### src/rtl/pb_pkg.sv
`timescale 1ns/1ps
package pb_pkg;

  // next slot of a circular line of the given length
  function automatic int slot_next(input int slot, input int len);
    return (slot + 1 == len) ? 0 : slot + 1;
  endfunction

  // which of the two storage sets a slot lives in
  function automatic int slot_set(input int slot);
    return slot % 2;
  endfunction

  // index inside its set; two neighbouring slots share one index
  function automatic int slot_index(input int slot);
    return slot / 2;
  endfunction

endpackage

### src/rtl/pb_bank.sv
`timescale 1ns/1ps
module pb_bank #(
  parameter int WIDTH = 4,
  parameter int DEPTH = 16,
  localparam int AW = $clog2(DEPTH)
) (
  input  logic             clk,
  input  logic             we,
  input  logic [AW-1:0]    addr,
  input  logic [WIDTH-1:0] wdata,
  output logic [WIDTH-1:0] rdata
);

  logic [WIDTH-1:0] mem [DEPTH];

  // single port: a cycle is either a write or a synchronous read
  always_ff @(posedge clk) begin
    if (we) mem[addr] <= wdata;
    else    rdata     <= mem[addr];
  end

endmodule

### src/rtl/pb_sequencer.sv
`timescale 1ns/1ps
module pb_sequencer
  import pb_pkg::*;
#(
  parameter int DELAY = 32,
  localparam int SLOT_W = $clog2(DELAY),
  localparam int IDX_W  = $clog2(DELAY / 2)
) (
  input  logic             clk,
  input  logic             rst_n,
  output logic             wr_set,
  output logic [IDX_W-1:0] wr_idx,
  output logic             rd_set,
  output logic [IDX_W-1:0] rd_idx,
  output logic             rd_ok
);

  logic [SLOT_W-1:0] slot_q;
  logic              warm_q;
  logic              started_q;
  int                rd_slot;

  always_ff @(posedge clk or negedge rst_n) begin
    if (!rst_n) begin
      slot_q    <= '0;
      warm_q    <= 1'b0;
      started_q <= 1'b0;
    end else begin
      slot_q    <= SLOT_W'(slot_next(int'(slot_q), DELAY));
      started_q <= 1'b1;
      if (int'(slot_q) == DELAY - 1) warm_q <= 1'b1;
    end
  end

  // read position runs one slot ahead of the write position
  always_comb begin
    rd_slot = slot_next(int'(slot_q), DELAY);
    wr_set  = slot_set(int'(slot_q)) == 1;
    wr_idx  = IDX_W'(slot_index(int'(slot_q)));
    rd_set  = slot_set(rd_slot) == 1;
    rd_idx  = IDX_W'(slot_index(rd_slot));
    // slot 0 is read when the write slot is last; all later reads are filled
    rd_ok   = warm_q | (int'(slot_q) == DELAY - 1);
  end

  // write and read never share a set
  assert_sets_split_R5: assert property (@(posedge clk) disable iff (!rst_n)
    wr_set != rd_set);

  // the written set alternates every cycle
  assert_set_toggles_R5: assert property (@(posedge clk) disable iff (!rst_n)
    started_q |-> (wr_set != $past(wr_set)));

  // index holds across the two cycles of a pair
  assert_index_pairs_R6: assert property (@(posedge clk) disable iff (!rst_n)
    (started_q && !$past(wr_set)) |-> (wr_idx == $past(wr_idx)));

  // index moves on after the pair
  assert_index_steps_R6: assert property (@(posedge clk) disable iff (!rst_n)
    (started_q && $past(wr_set)) |-> (wr_idx != $past(wr_idx)));

endmodule

### src/rtl/pb_replay_stage.sv
`timescale 1ns/1ps
module pb_replay_stage #(
  parameter int ROW_W = 3,
  localparam int ENT_W = ROW_W + 1
) (
  input  logic             clk,
  input  logic             rst_n,
  input  logic             rd_set,
  input  logic             rd_ok,
  input  logic [ENT_W-1:0] set0_rdata,
  input  logic [ENT_W-1:0] set1_rdata,
  output logic             out_vld,
  output logic [ROW_W-1:0] out_row
);

  logic             sel_q;
  logic             ok_q;
  logic [ENT_W-1:0] pick;
  logic             hit;
  logic [ROW_W-1:0] row_nx;

  // remember which set was read and whether that slot held real data
  always_ff @(posedge clk or negedge rst_n) begin
    if (!rst_n) begin
      sel_q <= 1'b0;
      ok_q  <= 1'b0;
    end else begin
      sel_q <= rd_set;
      ok_q  <= rd_ok;
    end
  end

  always_comb begin
    pick   = sel_q ? set1_rdata : set0_rdata;
    hit    = pick[ROW_W] & ok_q;
    row_nx = hit ? pick[ROW_W-1:0] : '0;
  end

  // extra output register completes the fixed delay
  always_ff @(posedge clk or negedge rst_n) begin
    if (!rst_n) begin
      out_vld <= 1'b0;
      out_row <= '0;
    end else begin
      out_vld <= hit;
      out_row <= row_nx;
    end
  end

  // an invalid replay carries a zero row
  assert_idle_row_zero_R2: assert property (@(posedge clk) disable iff (!rst_n)
    !out_vld |-> (out_row == '0));

endmodule

### src/rtl/pb_playback_line.sv
`timescale 1ns/1ps
module pb_playback_line #(
  parameter int DELAY = 32,
  parameter int ROW_W = 3
) (
  input  logic             clk,
  input  logic             rst_n,
  input  logic             in_vld,
  input  logic [ROW_W-1:0] in_row,
  output logic             out_vld,
  output logic [ROW_W-1:0] out_row
);

  localparam int SET_D = DELAY / 2;
  localparam int IDX_W = $clog2(SET_D);
  localparam int ENT_W = ROW_W + 1;
  localparam int CW    = $clog2(DELAY + 2);

  logic             wr_set;
  logic             rd_set;
  logic             rd_ok;
  logic [IDX_W-1:0] wr_idx;
  logic [IDX_W-1:0] rd_idx;
  logic [ENT_W-1:0] wentry;
  logic [ENT_W-1:0] set_rdata [2];

  pb_sequencer #(.DELAY(DELAY)) u_seq (
    .clk    (clk),
    .rst_n  (rst_n),
    .wr_set (wr_set),
    .wr_idx (wr_idx),
    .rd_set (rd_set),
    .rd_idx (rd_idx),
    .rd_ok  (rd_ok)
  );

  // idle cycles store a cleared flag and a zero row
  assign wentry = {in_vld, in_vld ? in_row : {ROW_W{1'b0}}};

  for (genvar s = 0; s < 2; s++) begin : g_set
    logic             we_s;
    logic [IDX_W-1:0] addr_s;
    assign we_s   = (wr_set == (s == 1));
    assign addr_s = we_s ? wr_idx : rd_idx;
    pb_bank #(.WIDTH(ENT_W), .DEPTH(SET_D)) u_bank (
      .clk   (clk),
      .we    (we_s),
      .addr  (addr_s),
      .wdata (wentry),
      .rdata (set_rdata[s])
    );
  end

  pb_replay_stage #(.ROW_W(ROW_W)) u_out (
    .clk        (clk),
    .rst_n      (rst_n),
    .rd_set     (rd_set),
    .rd_ok      (rd_ok),
    .set0_rdata (set_rdata[0]),
    .set1_rdata (set_rdata[1]),
    .out_vld    (out_vld),
    .out_row    (out_row)
  );

  // edges since reset, saturating; used only by the checks below
  logic [CW-1:0] since_rst_q;
  always_ff @(posedge clk or negedge rst_n) begin
    if (!rst_n)                              since_rst_q <= '0;
    else if (int'(since_rst_q) <= DELAY)     since_rst_q <= since_rst_q + 1'b1;
  end

  // nothing replays during the first DELAY edges after reset
  assert_quiet_after_reset_R3: assert property (@(posedge clk) disable iff (!rst_n)
    (int'(since_rst_q) <= DELAY) |-> !out_vld);

  // the replayed flag is always a known value
  assert_flag_known_R1: assert property (@(posedge clk) disable iff (!rst_n)
    !$isunknown(out_vld));

endmodule

### config.mk
export PLATFORM = sky130hd
export DESIGN_NAME = pb_playback_line
export DESIGN_NICKNAME = d
export VERILOG_FILES = /design/src/rtl/pb_pkg.sv /design/src/rtl/pb_bank.sv /design/src/rtl/pb_sequencer.sv /design/src/rtl/pb_replay_stage.sv /design/src/rtl/pb_playback_line.sv
export SDC_FILE = /design/constraint.sdc
export NUM_CORES = 1
export LEC_CHECK = 0
export CAP_MARGIN = 40
export CELL_PAD_IN_SITES_DETAIL_PLACEMENT = 1
export CELL_PAD_IN_SITES_GLOBAL_PLACEMENT = 1
export CORE_UTILIZATION = 55
export CTS_CLUSTER_DIAMETER = 200
export DETAILED_ROUTE_END_ITERATION = 16
export DONT_BUFFER_PORTS = 1
export HOLD_SLACK_MARGIN = 0.08
export PLACE_DENSITY_LB_ADDON = 0.1
export SETUP_SLACK_MARGIN = 0.05
export SLEW_MARGIN = 0
export SYNTH_ARGS = -nofsm -noshare
export SYNTH_HDL_FRONTEND = slang
export SYNTH_HIERARCHICAL = 1
export SYNTH_SLANG_ARGS = --single-unit
### constraint.sdc
create_clock -name clk -period 3.88 [get_ports clk]
set_input_delay 0.582 -clock clk [delete_from_list [all_inputs] [get_ports clk]]
set_output_delay 0.582 -clock clk [all_outputs]
set_load 0.005 [all_outputs]
* Word-level counts from Yosys, hierarchy flattened
Memory sizes are Yosys's and may differ from the RTL's. A register that Yosys moved wholly into a read port is not among the register bits.
Index checks and enable logic that the tools add are counted.
** Storage, ports and cells
- Flip-flop bits (word level) :: 12
- Memory bits (writable) :: 128
- Input port bits :: 6
- Output and inout bits :: 4
- Word-level logic and storage cells :: 26
- Memories kept :: 2
** Cells by class
- $add $sub $neg :: 2
- Equality and inequality tests :: 3
- Mux-type cells :: 9
- Bitwise logic cells :: 3
- Reduce and logical (&&, ||, !) cells :: 1
** Memories
- g_set[0].u_bank.mem :: words 16, bits a word 4, read ports 1, clocked after Yosys merged registers in 1, wr ports 1, line pb_bank.sv:14 : logic [WIDTH-1:0] mem [DEPTH];
- g_set[1].u_bank.mem :: words 16, bits a word 4, read ports 1, clocked after Yosys merged registers in 1, wr ports 1, line pb_bank.sv:14
** Operator list (count)
- $mux W4 :: 3
- $add A5 B1 Y6 const B :: 1
- $eq A6 B6 Y1 const B :: 1
- $mux W3 :: 2
- $eq A5 B1 Y1 const B :: 1
- $mux W5 :: 1
- $add A4 B1 Y4 :: 1
- $mux W1 :: 3
- $eq A2 B2 Y1 const B :: 1
- $and A1 B1 Y1 :: 1
- $and A1 B1 Y1 const A :: 1
- $logic_not A1 Y1 :: 1
- $or A1 B1 Y1 :: 1

* Depth between registers and ports, before layout
Gate-level depths: netlist of run 1.
- Word-level depth :: 6
- Depth in mapped cells :: 9
- Gate-level depth less buffers :: 7

* By module
Netlist of run 1, hierarchy kept.
** Modules (own cells, without submodules)
- pb_bank :: instances 2, cells each 134, area an instance 2700.1 sq um, seq. area each 2042.0 sq um
- pb_sequencer :: instances 1, cells each 16, area an instance 225.2 sq um, seq. area each 150.1 sq um
- pb_replay_stage :: instances 1, cells each 18, area an instance 222.7 sq um, seq. area each 150.1 sq um
- pb_playback_line :: instances 1, cells each 13, area an instance 153.9 sq um, seq. area each 0.0 sq um

* Worst setup path after synthesis of run 1
Ideal clock, no wire load.
- Kind :: flip-flop to flip-flop
- Start :: register u_seq.slot_q[0]
- End :: memory g_set[1].u_bank.mem[0][0] (enable)
- Library setup time :: 0.361 ns
- Arrival :: 2.376 ns
- Data required time :: 3.519 ns
- Path slack :: 1.143 ns
- Cell stages (with the launch flop) :: 9
- Buffers on the path :: 2
- Period minus slack after synthesis :: 2.737 ns
- Path through :: dfrtp_1 ha_1 and3_2 ha_1 clkbuf_1 mux2_4 buf_4 or3_1 nor3_1
** On the way
- Cells in the longest elaborated chain, start to end :: 6
** Ends and longest elaborated chain
- start: declaration :: line pb_sequencer.sv:18 : logic [SLOT_W-1:0] slot_q;
- start signal: assignment :: line pb_sequencer.sv:29 : slot_q <= SLOT_W'(slot_next(int'(slot_q), DELAY));
- $add A5 B1 Y6 (*) :: line pb_pkg.sv:6 : return (slot + 1 == len) ? 0 : slot + 1;
- $eq A6 B6 Y1 :: line pb_pkg.sv:6
- $mux W5 (*) :: line pb_pkg.sv:6
- $and A1 B1 Y1 (no source line)
- $add A4 B1 Y4 (no source line) (*)
- via rd_idx[3] :: line pb_playback_line.sv:23 : logic [IDX_W-1:0] rd_idx;
- $mux W4 (*) :: line pb_playback_line.sv:44 : assign addr_s = we_s ? wr_idx : rd_idx;
- via g_set[1].addr_s[3] :: line pb_playback_line.sv:42 : logic [IDX_W-1:0] addr_s;
- end: declaration :: line pb_bank.sv:14
The timed path passes the listed nets; every way through them passes the cells marked *.

* Worst setup path after layout of run 1
- Start :: register u_seq.slot_q[0]
- End :: memory g_set[1].u_bank.mem[0][1] (enable)
The elaborated chain is that of the path after synthesis.

==> results of run 1 <==
[power groups by stage]
stage,clock network (mW),registers [mW],logic (mW)
floorplan,0,1.78,0.00903
detailed placement,0,1.78,0.0229
global placement,0,1.78,0.0163
finish,1.55,1.74,0.0265
global route,1.64,1.74,0.0284
CTS,1.59,1.74,0.0263
[routing by layer]
metal	up-vias	global-route usage, %
met4	0	7.34
met5	-	0
li1	1281	-
met3	9	5.40
met2	75	33.3
met1	1514	35.1
[worst max-delay path: cells and delay by family, from the launching register on]
| kind | cells | cell delay, ns |
|---|---|---|
| simple gates | 3 | 1.06 |
| flops | 1 | 0.76 |
| fa+ha+maj | 2 | 0.55 |
| mux | 1 | 0.34 |
[synth_stat cells (all sizes together)]
library cell  count  area [um2]
mux4             32         766
and3              1        7.51
inv               4        15.0
or2               2        12.5
a22oi             8        70.1
nor2             26        97.6
nand2b            4        25.0
nand4b            3        26.3
edfxtp          136        4080
or3               2        12.5
xor2              1        8.76
ha                2        25.0
nand2            14        52.6
clkbuf            3        11.3
nor2b             5        31.3
buf              13         119
dfrtp            12         300
o21ai             3        15.0
and2              3        18.8
mux2              8         120
nand3            19        95.1
xnor2             1        8.76
mux2i             1        10.0
nor3              8        40.0
nand3b            4        30.0
[cell type report]
cell class                 count  area (um2)  share of cell area [%]
clock inverter                10         108                    1.61
timing repair buffer           4        55.1                   0.826
tap                          136         170                    2.55
multi-input combinational    147        1470                    22.1
sequential                   148        4380                    65.8
clock buffer                  22         463                    6.94
inverter                       4        15.0                   0.225
[per-stage QoR]
| stage | instances | cell area, um2 |
|---|---|---|
| floorplan | 315 | 6000 |
| global placement | 435 | 6040 |
| detailed placement | 438 | 6090 |
| CTS | 471 | 6670 |
| global route | 471 | 6670 |
| finish | 471 | 6670 |
[logic make-up after synthesis]
logic type | Yosys count | share of synthesized area, %
multiplexers | 41 | 14.9
XOR/XNOR | 2 | 0.292
flip-flops | 148 | 73.0
AND/OR/NAND/NOR | 91 | 7.48
AO/OA/AOI/OAI | 11 | 1.42
buffers and inverters | 20 | 2.42
adder cells (fa/ha/maj) | 2 | 0.417
[registers in the layout (all words and copies together) (netlist names)]
name                cells
u_out/out_vld           1
u_out/sel_q             1
g_set.u_bank/rdata      8
u_seq/warm_q            1
u_out/ok_q              1
u_seq/slot_q            5
g_set.u_bank/mem      128
u_out/out_row           3
[worst paths after layout]
path | start | endpoint | slack, ns | cells after the start
max in group asynchronous | rst_n | u_seq/slot_q[2] | 3.01 | 1
hold reg to reg | u_seq/warm_q | u_seq/warm_q | 0.47 | 1
setup / recovery | u_seq/slot_q[0] | g_set[1].u_bank/mem[0][1] | 0.82 | 6
min in group asynchronous | rst_n | u_out/out_row[1] | 0.50 | 1
hold / removal | in_vld | g_set[1].u_bank/mem[14][3] | 0.16 | 0
setup reg to reg | u_seq/slot_q[0] | g_set[1].u_bank/mem[0][1] | 0.82 | 6
==> summary.md, run 1 <==
| Metric | Value |
|---|---|
| Leakage power summed over all cells | `2.17 nW` |
| Number of vias after detailed routing | `2879` |
| Net count, final | `330` |
| Worst min-delay path category | `in2reg` |
| Sw power | `0.616 mW` |
| Num rows | `37` |
| Upper clock frequency limit | `327 MHz` |
| Top Layer Used | `met4` |
| Cts bufs inserted | `17` |
| Combinational power share | `0.8%` |
| Routed metal-1 wirelength | `5610 um` |
| Via count of the first global-routing pass | `2920` |
| Cell internal pwr | `2.71 mW` |
| Cells along the critical path | `ha_1 -> and3_2 -> ha_1 -> mux2_4 -> or3_1 -> nor3_1` |
| Deepest level of the CTS H-tree | `4` |
| DIE AREA | `11300 um2` |
| Number of buffers added on ports | `0` |
| Max-slew violation count | `0` |
| Setup slack at placement | `0.821 ns` |
| Sequential fraction of design power | `52.4%` |
| Kind of start point of the critical path | `register` |
| Post-synthesis cell count | `315` |
| Synthesized area | `6000 um2` |
| Vias per std cell | `6.11` |
| Total track usage | `23.0%` |
| Clock root buffer master | `clkbuf_8` |
| Clock insertion delay at the later pin of the skew report | `0.52 ns` |
| Gp weighted congestion | `0.741` |
| Routed wire length per instance | `24.7 um` |
| Setup Fix Bufs, Post-CTS | `0` |
| First-pass DRT Iterations | `4` |
| Share of the yosys chip area belonging to registers | `73.0%` |
| Power density cells | `498 nW/um2` |
| Ant. Diodes | `0` |
| Critical path peak fanout | `16` |
| Worst endpoint data arrival time | `3.21 ns` |
| DRC | `0` |
| Synthesized net count | `323` |
| CTS clk-pin slew, worst paths | `0.06 ns` |
| Maximum number of pins on one net before global-route repair | `36` |
| Top library cells by usage in the layout, fill and taps aside | `edfxtp_1, nor2_1, mux4_2` |
| Max capacitance violation total | `0` |
| Width of the chip | `106 um` |
| Switching fraction of total power | `18.5%` |
| Filler instances | `908` |
| Die Ht | `106 um` |
| Initial antenna violation count | `0` |
| Remaining antenna violation count | `0` |
| Clock share of power | `46.8%` |
| TritonCTS clock tree | `done` |
| Status | `finished, final reports clean` |
| Routed met3 length | `454 um` |
| Worst Path Class, Setup | `reg2reg` |
| Starting density of the core | `57.4%` |
| IO Count | `10` |
| Most frequent standard cell in the layout excluding fill and tap cells | `edfxtp_1` |
| Layout Utilization | `63.7%` |
| Fin Clk Skew | `0.00650 ns` |
| Core area | `10500 um2` |
| Register bit count reported by yosys | `148` |
| Fraction of the cycle the final worst path needs | `78.9%` |
| Fin worst setup slack | `0.820 ns` |
| Area added between synthesis and finish | `11.1%` |
| Wire length of the first global-routing pass | `17900 um` |
| Synth cell types | `30` |
| Unrepaired setup endpoints after global routing | `false` |
| Worst Hold Slack | `0.161 ns` |
| Fraction of final layout cells with drive strength greater than 1 | `19.4%` |
| Critical Path Slowest Stage Cell | `dfrtp_1` |
| Total power after layout | `3.32 mW` |
| Average cell area after synthesis | `19.1 um2` |
| Most numerous cell on the critical path | `ha_1` |
| Worst Setup End Kind | `register` |
| Hold Vio Cnt, Final | `0` |
| CTS hold repair buffers | `1` |
| Initial DRC count | `227` |
| Max stage delay on crit path | `0.76 ns` |
| Global route total overflow | `0` |
| Met2 Wirelength | `5440 um` |
| Summed negative setup slack over all endpoints | `0 ns` |
| Detail Placement HPWL | `7460 um` |
| # resized after CTS | `0` |
| Setup Viol. Count Final | `0` |
| Time the final worst path needs with I/O delays and setup | `3.06 ns` |
| Data required, critical path | `4.03 ns` |
| Slew margin rel. | `52.0%` |
| Worst slew pin tran | `0.721 ns` |
| Total number of clock tree sinks | `148` |
| Worst-case vdd ir drop | `0.342 mV` |
| Number of buffers on the longest clock path | `2` |
| Final Routed Wirelength | `11600 um` |
| Yosys warns | `6` |
(Power assumes the default switching activity.)
==> inputs of run 2 (changes only) <==
==> constraint.sdc (replaced) <==
create_clock -name clk -period 2.9 [get_ports clk]
set_input_delay 0.435 -clock clk [delete_from_list [all_inputs] [get_ports clk]]
set_output_delay 0.435 -clock clk [all_outputs]
set_load 0.005 [all_outputs]
==> summary.md, run 2 (synthesis results as in run 1) <==
| Metric | Value |
|---|---|
| End of the worst register-to-register path | `g_set[0].u_bank/mem[0][3]` |
| Routed wire length per instance | `25.4 um (+2.7%)` |
| Most frequent standard cell in the layout excluding fill and tap cells | `edfxtp_1` |
| Most numerous cell on the critical path | `ha_1` |
| Upper clock frequency limit | `365 MHz (+12%)` |
| Hold Vio Cnt, Final | `0 (unchanged)` |
| Number of buffers added on ports | `0 (unchanged)` |
| Fraction of the cycle the final worst path needs | `94.5% (+16 points)` |
| Max capacitance violation total | `0 (unchanged)` |
| Via count of the first global-routing pass | `3094 (+6.0%)` |
| Status | `finished, final reports clean` |
| Number of cells traversed by the worst hold path | `1 (+1)` |
| Gp weighted congestion | `0.751 (+1.3%)` |
| Net count, final | `336 (+1.8%)` |
| Total power after layout | `4.56 mW (+37%)` |
| Routed met3 length | `468 um (+3.1%)` |
| Worst Setup End Kind | `register` |
| Reg-to-reg slack, setup | `0.16 ns (-0.66 ns)` |
| CTS clk-pin slew, worst paths | `0.06 ns (about the same)` |
| Worst min-delay path category | `in2reg` |
| Cells along the critical path | `ha_1 -> and3_2 -> ha_1 -> mux2_4 -> or3_1 -> nor3_1` |
| Data required, critical path | `3.05 ns (-0.98 ns)` |
| Worst slew pin tran | `0.695 ns (-0.0252 ns)` |
| Met2 Wirelength | `5810 um (+6.8%)` |
| Top Layer Used | `met4` |
| Power density cells | `678 nW/um2 (+36%)` |
| Core area | `10500 um2 (unchanged)` |
| Detail Placement HPWL | `7130 um (-4.5%)` |
| Deepest level of the CTS H-tree | `4 (unchanged)` |
| Reg with most FFs | `g_set.u_bank/mem` |
| Vias per std cell | `6.14 (+0.39%)` |
| Remaining antenna violation count | `0 (unchanged)` |
| Initial antenna violation count | `0 (unchanged)` |
| Clock root buffer master | `clkbuf_8` |
| Critical Path Slowest Stage Cell | `or3_1` |
| Worst Path Class, Setup | `reg2reg` |
| Clock insertion delay at the later pin of the skew report | `0.51 ns (about the same)` |
| Max FFs per register | `128 (unchanged)` |
| Setup Viol. Count Final | `0 (unchanged)` |
| Global route total overflow | `0 (unchanged)` |
| Depth of the worst register-to-register path | `6 (unchanged)` |
| Number of buffers on the longest clock path | `2 (unchanged)` |
| Time the final worst path needs with I/O delays and setup | `2.74 ns (-0.321 ns)` |
| Fraction of final layout cells with drive strength greater than 1 | `20.9% (+1.5 points)` |
| Number of vias after detailed routing | `2921 (+1.5%)` |
| Slew margin rel. | `53.3% (+1.3 points)` |
| Worst reg2reg path startpoint | `u_seq/slot_q[1]` |
| Total track usage | `24.0% (+0.95 points)` |
| End point of the most critical hold path | `g_set[1].u_bank/mem[12][3]` |
| Area added between synthesis and finish | `12.0%` |
| First-pass DRT Iterations | `5 (+1)` |
| Worst endpoint data arrival time | `2.88 ns (-0.33 ns)` |
| Starting density of the core | `57.4% (unchanged)` |
| Unrepaired setup endpoints after global routing | `false` |
| Top library cells by usage in the layout, fill and taps aside | `edfxtp_1, nor2_1, mux4_2` |
| Max-slew violation count | `0 (unchanged)` |
| Max stage delay on crit path | `0.44 ns (-0.32 ns)` |
| Fin Clk Skew | `0.0101 ns (+0.00360 ns)` |
| Num rows | `37 (unchanged)` |
| Maximum number of pins on one net before global-route repair | `33 (-8.3%)` |
| TritonCTS clock tree | `done` |
| Wire length of the first global-routing pass | `18900 um (+5.4%)` |
| DIE AREA | `11300 um2 (unchanged)` |
| Crit path max-delay family | `simple AND/OR/NAND/NOR gates` |
| Bufs and invs on worst path | `0 (unchanged)` |
| Critical path peak fanout | `11 (-5)` |
| Width of the chip | `106 um (unchanged)` |
| Kind of start point of the critical path | `register` |
| DRC | `0 (unchanged)` |
| Final Routed Wirelength | `12100 um (+3.8%)` |
| Leakage power summed over all cells | `2.21 nW (+1.7%)` |
| Largest regs | `g_set.u_bank/mem: 128 flops, g_set.u_bank/rdata: 8 flops, u_seq/slot_q: 5 flops` |
| Total number of clock tree sinks | `148 (unchanged)` |
| IO Count | `10 (unchanged)` |
| Start point of the worst min-delay path | `in_vld` |
| # resized after CTS | `0 (unchanged)` |
| Worst-case vdd ir drop | `0.431 mV (+26%)` |
| Cts bufs inserted | `17 (unchanged)` |
| Routed metal-1 wirelength | `5540 um (-1.2%)` |
| Worst Hold Slack | `0.224 ns (+0.0628 ns)` |
| Summed negative setup slack over all endpoints | `0 ns (unchanged)` |
| Ant. Diodes | `0 (unchanged)` |
| Die Ht | `106 um (unchanged)` |
| Initial DRC count | `236 (+4.0%)` |
## run 2: power by group
group	total (mW)	internal, mW	switching (mW)
Combinational	0.0412	0.00840	0.0328
Sequential	2.33	2.33	0.000917
Clock	2.19	1.37	0.818
Total	4.56	3.71	0.851
## run 2: metrics by stage
stage	setup WS, ns	std cells	area, um2	util (%)
final	0.161	476	6720	64.3
after floorplan	0.163	315	6000	-
after global routing	0.0554	476	6720	64.3
after detailed placement	0.179	443	6100	58.3
after CTS	0.157	476	6720	64.3
after global placement	0.304	443	6100	58.3
## run 2: how the worst max path moves through the flow
stage	from	slack, ns	to	cells past startpoint
floorplan	u_seq/slot_q[0]	0.16	g_set[1].u_bank/mem[0][0]	8
global placement	u_seq/slot_q[1]	0.30	g_set[0].u_bank/mem[0][0]	6
detailed placement	u_seq/slot_q[1]	0.18	g_set[0].u_bank/mem[0][3]	6
CTS	u_seq/slot_q[1]	0.16	g_set[0].u_bank/mem[0][3]	6
global route	u_seq/slot_q[1]	0.06	g_set[0].u_bank/mem[0][1]	6
finish	u_seq/slot_q[1]	0.16	g_set[0].u_bank/mem[0][3]	6
## run 2: what timing repair did
item | 4_1_cts | 5_1_grt
endpoints found under the hold margin | 44 | 0
setup endpoints to repair | 0 | 0
hold buffers | 2 | 0
buffers inserted | 0 | 0
## run 2: per-layer routing
metal	GRT usage, %	vias up
li1	-	1288
met1	34.0	1535
met2	37.0	82
met3	4.60	16
met4	10.1	0
met5	0	-
## run 2: area by class of cell
| cell class | instances | area [um2] |
|---|---|---|
| inverter | 4 | 15.0 |
| multi-input combinational | 147 | 1470 |
| fill | 897 | 3740 |
| tap | 136 | 170 |
| clock inverter | 9 | 129 |
| timing repair buffer | 10 | 90.1 |
| sequential | 148 | 4380 |
| clock buffer | 22 | 463 |
==> inputs of run 3 (changes only) <==
--- a/config.mk
+++ b/config.mk
@@ -18,5 +18,4 @@
 export SLEW_MARGIN = 0
 export SYNTH_ARGS = -nofsm -noshare
 export SYNTH_HDL_FRONTEND = slang
-export SYNTH_HIERARCHICAL = 1
 export SYNTH_SLANG_ARGS = --single-unit
==> summary.md, run 3 <==
| Metric | Value |
|---|---|
| First-pass DRT Iterations | `5 (unchanged)` |
| Number of buffers added on ports | `0 (unchanged)` |
| Critical Path Slowest Stage Cell | `dfrtp_1` |
| Compound-cell area share of the yosys netlist | `2.98% (+1.6 points)` |
| Register bit count reported by yosys | `147 (-0.68%)` |
| Number of enable flip-flop cells after synthesis | `136 (unchanged)` |
| Wire length of the first global-routing pass | `19000 um (+0.66%)` |
| Largest regs | `g_set.u_bank.mem: 128 flops, g_set.u_bank.rdata: 8 flops, u_seq.slot_q: 5 flops` |
| Final Routed Wirelength | `12200 um (+0.67%)` |
| Cts bufs inserted | `17 (unchanged)` |
| Global route total overflow | `0 (unchanged)` |
| Clock insertion delay at the later pin of the skew report | `0.53 ns (+0.02 ns)` |
| Vias per std cell | `6.24 (+1.7%)` |
| Fraction of the cycle the final worst path needs | `91.1% (-3.3 points)` |
| Biggest area consumer among synthesized cells | `edfxtp_1` |
| Detail Placement HPWL | `7780 um (+9.1%)` |
| Num rows | `37 (unchanged)` |
| Routed wire length per instance | `25.3 um (-0.17%)` |
| Leakage power summed over all cells | `2.32 nW (+5.1%)` |
| Ant. Diodes | `0 (unchanged)` |
| Starting density of the core | `57.2% (-0.14 points)` |
| Net count, final | `339 (+0.89%)` |
| Yosys warns | `0 (-6)` |
| Synth cell types | `39 (+30%)` |
| Commonest cells in the synthesized netlist | `edfxtp_1, nor2_1, mux4_1` |
| Data required, critical path | `3.09 ns (+0.04 ns)` |
| Slew margin rel. | `52.8% (-0.45 points)` |
| Setup Fix Bufs, Post-CTS | `0 (unchanged)` |
| Async S/R FF share, synth | `7.48% (-0.63 points)` |
| Max-slew violation count | `0 (unchanged)` |
| Xor/xnor cell area share of the yosys netlist | `0.840% (+0.55 points)` |
| Total number of clock tree sinks | `147 (-0.68%)` |
| Crit path from | `u_seq.slot_q[1]` |
| Kind of start point of the critical path | `register` |
| DRC | `0 (unchanged)` |
| Width of the chip | `106 um (-0.34%)` |
| DIE AREA | `11300 um2 (-0.67%)` |
| Upper clock frequency limit | `378 MHz (+3.7%)` |
| Post-Synth Adder-Cell Area | `0.420% (+0.0029 points)` |
| Fin Clk Skew | `0.00928 ns (-0.000813 ns)` |
| Hold Vio Cnt, Final | `0 (unchanged)` |
| Gp weighted congestion | `0.749 (-0.32%)` |
| Worst slew pin tran | `0.708 ns (+0.0122 ns)` |
| Max stage delay on crit path | `0.38 ns (-0.06 ns)` |
| Total power after layout | `4.67 mW (+2.4%)` |
| Summed negative setup slack over all endpoints | `0 ns (unchanged)` |
| Count leader, synth | `edfxtp_1` |
| Initial antenna violation count | `0 (unchanged)` |
| Initial DRC count | `182 (-23%)` |
| TritonCTS clock tree | `done` |
| Main combinational cell family by area after synthesis | `multiplexers` |
| Area added between synthesis and finish | `14.0%` |
| Share of cell area taken by muxes after synthesis | `14.7% (-0.23 points)` |
| Start point of the worst min-delay path | `in_vld` |
| IO Count | `10 (unchanged)` |
| CTS clk-pin slew, worst paths | `0.06 ns (about the same)` |
| Worst Setup End Kind | `register` |
| Most numerous cell on the critical path | `ha_1` |
| Worst min-delay path category | `in2reg` |
| Number of vias after detailed routing | `2995 (+2.5%)` |
| Cells along the critical path | `ha_1 -> and3_1 -> ha_1 -> a21o_1 -> a21oi_1 -> o21ai_0 -> nor2_1` |
| Most used flip-flop cell after synthesis | `edfxtp_1` |
| Most frequent standard cell in the layout excluding fill and tap cells | `edfxtp_1` |
| Via count of the first global-routing pass | `3212 (+3.8%)` |
| Setup Viol. Count Final | `0 (unchanged)` |
| Clock root buffer master | `clkbuf_8` |
| Post-synthesis cell count | `311 (-1.3%)` |
| Max FFs per register | `128 (unchanged)` |
| Area fraction of the dominant cell type after synthesis | `68.5% (+0.47 points)` |
| Time the final worst path needs with I/O delays and setup | `2.64 ns (-0.0970 ns)` |
| Fraction of final layout cells with drive strength greater than 1 | `18.9% (-2.0 points)` |
| Worst reg2reg path startpoint | `u_seq.slot_q[1]` |
| Worst endpoint data arrival time | `2.84 ns (-0.04 ns)` |
| Core area | `10400 um2 (-0.44%)` |
| Deepest level of the CTS H-tree | `4 (unchanged)` |
| Worst-case vdd ir drop | `0.680 mV (+58%)` |
| Die Ht | `106 um (-0.34%)` |
| Synthesized net count | `319 (-1.2%)` |
| Share of the yosys chip area belonging to registers | `73.1% (+0.086 points)` |
| Worst Path Class, Setup | `reg2reg` |
| Remaining antenna violation count | `0 (unchanged)` |
| Top library cells by usage in the layout, fill and taps aside | `edfxtp_1, nor2_1, mux4_1` |
| Power density cells | `687 nW/um2 (+1.3%)` |
| Maximum number of pins on one net before global-route repair | `33 (unchanged)` |
| Total track usage | `24.6% (+0.59 points)` |
| Average cell area after synthesis | `19.2 um2 (+0.59%)` |
| Reg with most FFs | `g_set.u_bank.mem` |
| Area fraction in and, or, nand and nor cells after synthesis | `6.15% (-1.3 points)` |
| Number of buffers on the longest clock path | `2 (unchanged)` |
| Leading cell types by total area after synthesis | `edfxtp_1, mux4_1, dfrtp_1` |
| Unrepaired setup endpoints after global routing | `false` |
| Synthesized area | `5960 um2 (-0.69%)` |
| Max capacitance violation total | `0 (unchanged)` |
| Status | `finished, final reports clean` |
| Critical path peak fanout | `8 (-3)` |
run 3: cell type report:
class	count	area, um2
Clock buffer	19	422
Clock inverter	13	208
Fill cell	848	3620
Inverter	3	11.3
Multi-Input combinational cell	147	1500
Sequential cell	147	4360
Tap cell	136	170
Timing Repair Buffer	15	128
run 3: worst paths after layout:
check	slack, ns	endpoint	cells after the start
worst max-delay path	0.26	g_set[0].u_bank.mem[0][3]	7
worst min-delay path	0.21	g_set[0].u_bank.mem[10][3]	1
worst max register to register	0.26	g_set[0].u_bank.mem[0][3]	7
worst min register to register	0.46	u_out.ok_q	1
max in group asynchronous	2.25	u_seq.slot_q[0]	1
min in group asynchronous	0.31	u_out.ok_q	1
run 3: critical path: cells and delay by family (launching register included):
kind	cells	cell delay (ns)
AOI/OAI and AO/OA	3	0.72
adders and majority gates	2	0.62
and+or+nand+nor	2	0.58
DFF	1	0.38
run 3: power breakdown:
group          switching, mW  leakage [nW]  total (mW)  internal [mW]
sequential          0.000726          1.32        2.32           2.32
clock                  0.830         0.294        2.31           1.48
combinational         0.0317         0.712      0.0400        0.00834
run 3: stage by stage:
stage	hold slack [ns]	area [um2]	util, %	instances	setup slack, ns
after floorplan	0.139	5960	-	311	0.399
after global placement	0.140	6130	58.9	446	0.387
after detailed placement	0.140	6130	58.9	446	0.282
after CTS	0.165	6790	65.2	480	0.252
after global routing	0.185	6800	65.2	480	0.0543
final	0.207	6800	65.2	480	0.258
run 3: routing by layer:
layer	GRT usage (%)	routed length, um	vias up	share of wire, %
met5	0	0	-	0
met4	10.8	236	0	1.9
met3	6.93	596	21	4.9
met2	35.9	5750	96	47
met1	34.8	5570	1570	46
li1	-	-	1308	-
run 3: cells by family (layout without fill, tap and decap cells):
| logic type | count (synthesis) | after routing |
|---|---|---|
| AO/OA/AOI/OAI | 23 | 23 |
| flip-flops | 147 | 147 |
| adder cells (fa/ha/maj) | 2 | 2 |
| buffers and inverters | 17 | 50 |
| multiplexers | 39 | 39 |
| XOR/XNOR | 4 | 4 |
| AND/OR/NAND/NOR | 79 | 79 |
run 3: repair_timing:
item / CTS / global route
hold buffers: 2 / 0
gates resized for setup: 0 / 1
endpoints found under the hold margin: 43 / 0
endpoints found under the setup margin: 0 / 4
